**src/rtl/cfg_prom_reader.sv**
```systemverilog
module cfg_prom_reader #(
  parameter int DEPTH = 16,
  parameter int AW = $clog2(DEPTH)
) (
  input  logic          clk,
  input  logic          ce_n,
  input  logic          oe_rst,
  input  logic          opt_rst_low,
  input  logic          opt_byte_wide,
  input  logic          hold,
  input  logic          wr_en,
  input  logic [AW-1:0] wr_addr,
  input  logic [7:0]    wr_data,
  output logic [7:0]    dq,
  output logic [7:0]    dq_oe,
  output logic          chain_ce_n
);
  localparam int CW = $clog2(DEPTH*8) + 1;
  localparam logic [CW-1:0] TC_BIT  = CW'(DEPTH*8 - 1);
  localparam logic [CW-1:0] TC_BYTE = CW'(DEPTH - 1);

  logic [7:0]    mem [DEPTH];
  logic [CW-1:0] cnt, tc;
  logic [AW-1:0] baddr;
  logic [7:0]    word;
  logic          rst_act, clear, past, live, step, sbit;

  assign rst_act = opt_rst_low ? ~oe_rst : oe_rst;
  assign clear   = ce_n | rst_act;
  assign tc      = opt_byte_wide ? TC_BYTE : TC_BIT;
  assign past    = cnt > tc;
  assign live    = ~clear & ~past;
  assign step    = live & ~hold;

  always_ff @(posedge clk)
    if (wr_en) mem[wr_addr] <= wr_data;

  always_ff @(posedge clk)
    if (clear)     cnt <= '0;
    else if (step) cnt <= cnt + 1'b1;

  assign baddr = opt_byte_wide ? cnt[AW-1:0] : cnt[AW+2:3];
  assign word  = mem[baddr];
  assign sbit  = word[~cnt[2:0]];

  assign dq_oe      = !live ? 8'h00 : (opt_byte_wide ? 8'hFF : 8'h01);
  assign dq         = dq_oe & (opt_byte_wide ? word : {7'b0, sbit});
  assign chain_ce_n = ~(~clear & past);
endmodule


```
**config.mk**
```make
export PLATFORM = sky130hd
export DESIGN_NAME = cfg_prom_reader
export DESIGN_NICKNAME = d
export VERILOG_FILES = /design/src/rtl/cfg_prom_reader.sv
export SDC_FILE = /design/constraint.sdc
export NUM_CORES = 1
export LEC_CHECK = 0
export BUFFER_PORTS_ARGS = -buffer_cell sky130_fd_sc_hd__buf_2
export CAP_MARGIN = 20
export CORE_ASPECT_RATIO = 0.9
export CORE_MARGIN = 8
export CORE_UTILIZATION = 40
export CTS_CLUSTER_DIAMETER = 120
export CTS_CLUSTER_SIZE = 24
export DETAILED_ROUTE_END_ITERATION = 8
export PLACE_DENSITY = 0.69
export SKIP_CTS_REPAIR_TIMING = 1
export SYNTH_ARGS = -nofsm -noshare
export SYNTH_HDL_FRONTEND = slang
export SYNTH_SLANG_ARGS = --single-unit
```
**constraint.sdc**
```tcl
create_clock -name clk -period 2.7 [get_ports clk]
set_input_delay 0.54 -clock clk [delete_from_list [all_inputs] [get_ports clk]]
set_output_delay 0.54 -clock clk [all_outputs]
set_load 0.05 [all_outputs]
```
Yosys cells after proc, flatten, opt, wreduce, memory -nomap -nowiden
Memory sizes are Yosys's and may differ from the RTL's.
Index checks and enable logic that the tools add are counted.
W data, S select, Z words.
Word-level totals
  register bits: 8
  bits in latches: 0
  RAM bits: 128
  bits in read-only memories: 0
  bits of input ports: 19
  output and inout port bits: 17
  logic and storage cells: 26
  memories: 1
Memories
  mem: depth 16, bits a word 8, read ports 1, clocked after Yosys merged registers in 0, wr ports 1, line 22  | logic [7:0] mem [DEPTH];
Cells by class
  $add $sub $neg: 1
  $mul: 0
  div/mod/pow operators: 0
  order comparisons: 2
  eq/ne operators: 0
  shifts and indexed selects: 0
  muxes and demuxes: 10
  bitwise logic cells: 11
  reduce and logical (&&, ||, !) cells: 0
Operators by type and width (number)
  $mux W8: 3
  $add A8 B1 Y8 const B: 1
  $and A8 B8 Y8: 1
  $gt A8 B7 Y1: 1
  $mux W7: 1
  $not A1 Y1: 5
  $lt A3 B4 Y1 const B: 1
  $mux W1: 4
  $mux W4: 1
  $and A1 B1 Y1: 3
  $bmux W1 S3: 1
  $not A3 Y3: 1
  $or A1 B1 Y1: 1

Depth between registers and ports, before layout
  word-level depth: 7
  gate-level depth with buffers: 9
  gate-level depth less buffers: 8

Worst setup path after synthesis
OpenSTA, ideal clock, no wires.
  kind: in2out
  start: input port opt_byte_wide
  end: output port dq[1]
  data arrival time: 3.016 ns
  path slack: -0.856 ns
  stages: 6
  path buffers: 0
  path through: ha_1 -> a21o_1 -> a21o_1 -> a211oi_1 -> nand2_1 -> a211oi_1
On the way
  word-level cells in the longest chain between the ends: 6
  elaborated cells on any way between the ends: 10
RTL lines
  from (decl): line 9  | input logic opt_byte_wide,
  $mux W7: line 30  | assign tc = opt_byte_wide ? TC_BYTE : TC_BIT;
  $gt A8 B7 Y1: line 31  | assign past = cnt > tc;
  $not A1 Y1: line 32  | assign live = ~clear & ~past;
  $and A1 B1 Y1: line 32
  named net live: line 26  | logic rst_act, clear, past, live, step, sbit;
  $mux W8: line 46  | assign dq_oe = !live ? 8'h00 : (opt_byte_wide ? 8'hFF : 8'h01);
  $and A8 B8 Y8: line 47  | assign dq = dq_oe & (opt_byte_wide ? word : {7'b0, sbit});
  to (decl): line 14  | output logic [7:0] dq,
The timed path passes the listed nets, and every way through them passes these cells.

Worst setup path in the final report
  start: register cnt[1]
  end: output port dq[0]
On the way
  word-level cells in the longest chain between the ends: 6
  elaborated cells on any way between the ends: 11
RTL lines
  from (decl): line 23  | logic [CW-1:0] cnt, tc;
  from (signal assigned): line 40  | else if (step) cnt <= cnt + 1'b1;
  $mux W4: line 42  | assign baddr = opt_byte_wide ? cnt[AW-1:0] : cnt[AW+2:3];
  $mem_v2 Z16 W8
  $bmux W1 S3: line 44  | assign sbit = word[~cnt[2:0]];
  $mux W1 (not written as such): line 44
  $mux W8: line 47
  $and A8 B8 Y8 (*): line 47
Every way passes the cells marked *; elsewhere a longest branch is shown, timed or not. The select of a mux whose other input is x is not followed.

==> summary.md <==
| Metric | Value |
|---|---|
| Layout cell share with drive strength beyond 1 | `39.5%` |
| CTS sink count | `136` |
| Leak pwr | `3.16 nW` |
| Synth warn | `0` |
| DIE WIDTH | `144 um` |
| Area of the die | `18,800 um^2` |
| CTS tree | `yes` |
| Detailed-router iteration count before antenna repair | `5` |
| Port-buffer cells | `35` |
| EDFF count, synth | `128` |
| Final hold slack | `0.403 ns` |
| Tightest Pin Transition | `0.392 ns` |
| RSZ-0062 raised after global routing | `true` |
| Vias | `3,728` |
| Cell Rows | `42` |
| Setup Crit Path Kind | `register to primary output` |
| Hpwl dp | `9.47 mm` |
| Final count of hold timing violations | `0` |
| Setup ws final | `-0.476 ns` |
| Antenna Cells | `0` |
| CORE AREA | `14,600 um^2` |
| Clock tree buffer depth | `2` |
| Fin. max-slew vios | `0` |
| Synth-to-layout area growth | `35.0%` |
| Vias in the first global route | `3,737` |
| Seq/Total Area, Yosys | `68.2%` |
| Fin Setup TNS | `-3.99 ns` |
| Num CTS Buffers | `17` |
| Starting Density | `40.4%` |
| Clock Skew | `0.00325 ns` |
| WL final | `14.5 mm` |
| Die Y-Extent | `131 um` |
| Power per cell area | `599 nW/um^2` |
| Max-cap violations | `0` |
| FF+latch count, synth | `136` |
| Critical Path Source Type | `register` |
| Final GP Congestion | `0.832` |
| Final min period | `3.18 ns` |
| M3 GR Usage | `3.67%` |
| Power Total | `4.75 mW` |
| Slew HR | `73.8%` |
| Netlist cell types | `49` |
| Placed Area | `6850 um^2` |
| Vias per inst | `5.26` |
| Post-synth top flop | `edfxtp_1` |
| Syn Nets | `400` |
| Cells after Synth | `377` |
| Most frequent cells in the layout | `edfxtp_1 (128), buf_4 (76), mux2i_1 (64), nor2_1 (25), clkbuf_16 (19)` |
| Residual DRC | `0` |
| CP required | `2.16 ns` |
| Slowest-stage cell, CP | `dfxtp_2` |
| GR peak layer | `met2` |
| Finish-stage setup viols | `15` |
| CP delay by family, top | `buffers and inverters` |
| Commonest non-fill, non-tap cell in the layout | `edfxtp_1` |
| Antenna violations before repair | `1` |
| Crit path cell chain | `buf_6, mux2i_4, buf_6, buf_12, mux2_1, o211ai_1, nand4_1, a211oi_2, o211ai_1, buf_4` |
| Fin util | `54.5%` |
| Clk Latency, worst-skew pair | `0.41 ns` |
| Violated checks | `setup timing` |
| Status | `finished with violations` |
| Global-route wire length before repair | `21.0 mm` |
| Crit path DAT | `2.64 ns` |
| Global route total overflow | `0` |
| I/O pin count | `36` |
| Post-route cell area | `7930 um^2` |
| Worst setup EP type | `primary output` |
| FMAX | `315 MHz` |
| 1st-iter DRT viols | `372` |
| Largest net degree at the start of global routing | `26` |
| Syn_area_per_cell | `15.6 um^2` |
| Synth area leader | `edfxtp_1` |
| Hold Path Class | `primary input to register` |
| Remaining antenna violation count after routing | `0` |
| Top cell type's share of synthesized area | `65.4%` |
| Top area cells in the synthesized netlist | `edfxtp_1 (65%), mux2i_1 (12%), dfxtp_1 (2.7%)` |
| Max FO, Critical Path | `7` |
| Mapped cell area | `5870 um^2` |
| Layout net count | `521` |
| Worst Path Buf+Inv | `4` |
| Total track usage | `15.5%` |
| Peak VDD IR | `450 uV` |
| Worst path max stage delay | `0.33 ns` |
| Root buf cell | `clkbuf_16` |
| Synth async-reset ratio | `0%` |
| Clk slew on worst S/H paths | `0.06 ns` |
| H-tree depth | `4` |
| Fin crit share | `118%` |
| Met2 Resource Use GR | `24.8%` |
| Wire per inst | `20.4 um` |
| Routing usage on met1 | `19.6%` |
[where the power goes]
part           internal, mW  switching [mW]
sequential             2.35          0.0115
clock                  1.24           0.799
combinational         0.150           0.205
[worst paths after layout]
path              cells after the start  slack (ns)                   to                start
setup / recovery                     10       -0.48                dq[0]  cnt[1]$_SDFFE_PP0P_
hold reg to reg                       3        0.58  cnt[1]$_SDFFE_PP0P_  cnt[1]$_SDFFE_PP0P_
hold / removal                        3        0.40  cnt[7]$_SDFFE_PP0P_                 ce_n
setup reg to reg                     10        0.28  cnt[7]$_SDFFE_PP0P_  cnt[5]$_SDFFE_PP0P_
[Yosys cell counts (all sizes together), types with 4 or more instances]
cell type,instances
a211oi,5
nand2,13
o211ai,5
ha,4
mux2i,70
xnor2,6
o221ai,10
and3,4
edfxtp,128
buf,18
dfxtp,8
mux2,10
clkbuf,5
nor2,27
a21oi,9
nor3,10
[through the flow]
stage,setup WS [ns],instances
2_1_floorplan,-0.392,377
3_3_place_gp,-0.570,664
3_5_place_dp,-0.620,664
4_1_cts,-0.644,696
5_1_grt,-0.599,709
6_report,-0.476,709
[state kept, by name (all words and copies together) (netlist names)]
signal,count
mem,128
cnt,8
[kinds of logic (layout without fill, tap and decap cells)]
group,count (synthesis),in the layout,share of synthesized area (%)
flip-flops,136,136,68.2
buffers and inverters,27,161,2.62
AND/OR/NAND/NOR,72,72,5.84
AO/OA/AOI/OAI,49,49,6.54
adder cells (fa/ha/maj),4,4,0.852
multiplexers,82,82,15.0
XOR/XNOR,7,7,1.04
[worst register-to-register path, delay by kind of cell, from the launching register on]
kind | cells | cell delay (ns)
AOI/OAI and AO/OA | 4 | 0.84
DFF | 1 | 0.35
buffers and inverters | 2 | 0.28
and+or+nand+nor | 3 | 0.68
adders and majority gates | 1 | 0.21
[final cells by class]
cell class	instances	area (um^2)
clock inverters	13	87.6
fillers	1145	6630
repair buffers	125	1130
clock buffers	19	433
multi-input cells	214	1990
inverters	4	27.5
well taps	198	248
flip-flops and latches	136	4020
[per-layer routing]
layer / wire (um) / up-vias
met5: 13 / -
met4: 312 / 2
met3: 752 / 23
met2: 7180 / 121
met1: 6200 / 1855
li1: - / 1727
Note: power is estimated with default switching activity, not from simulation.
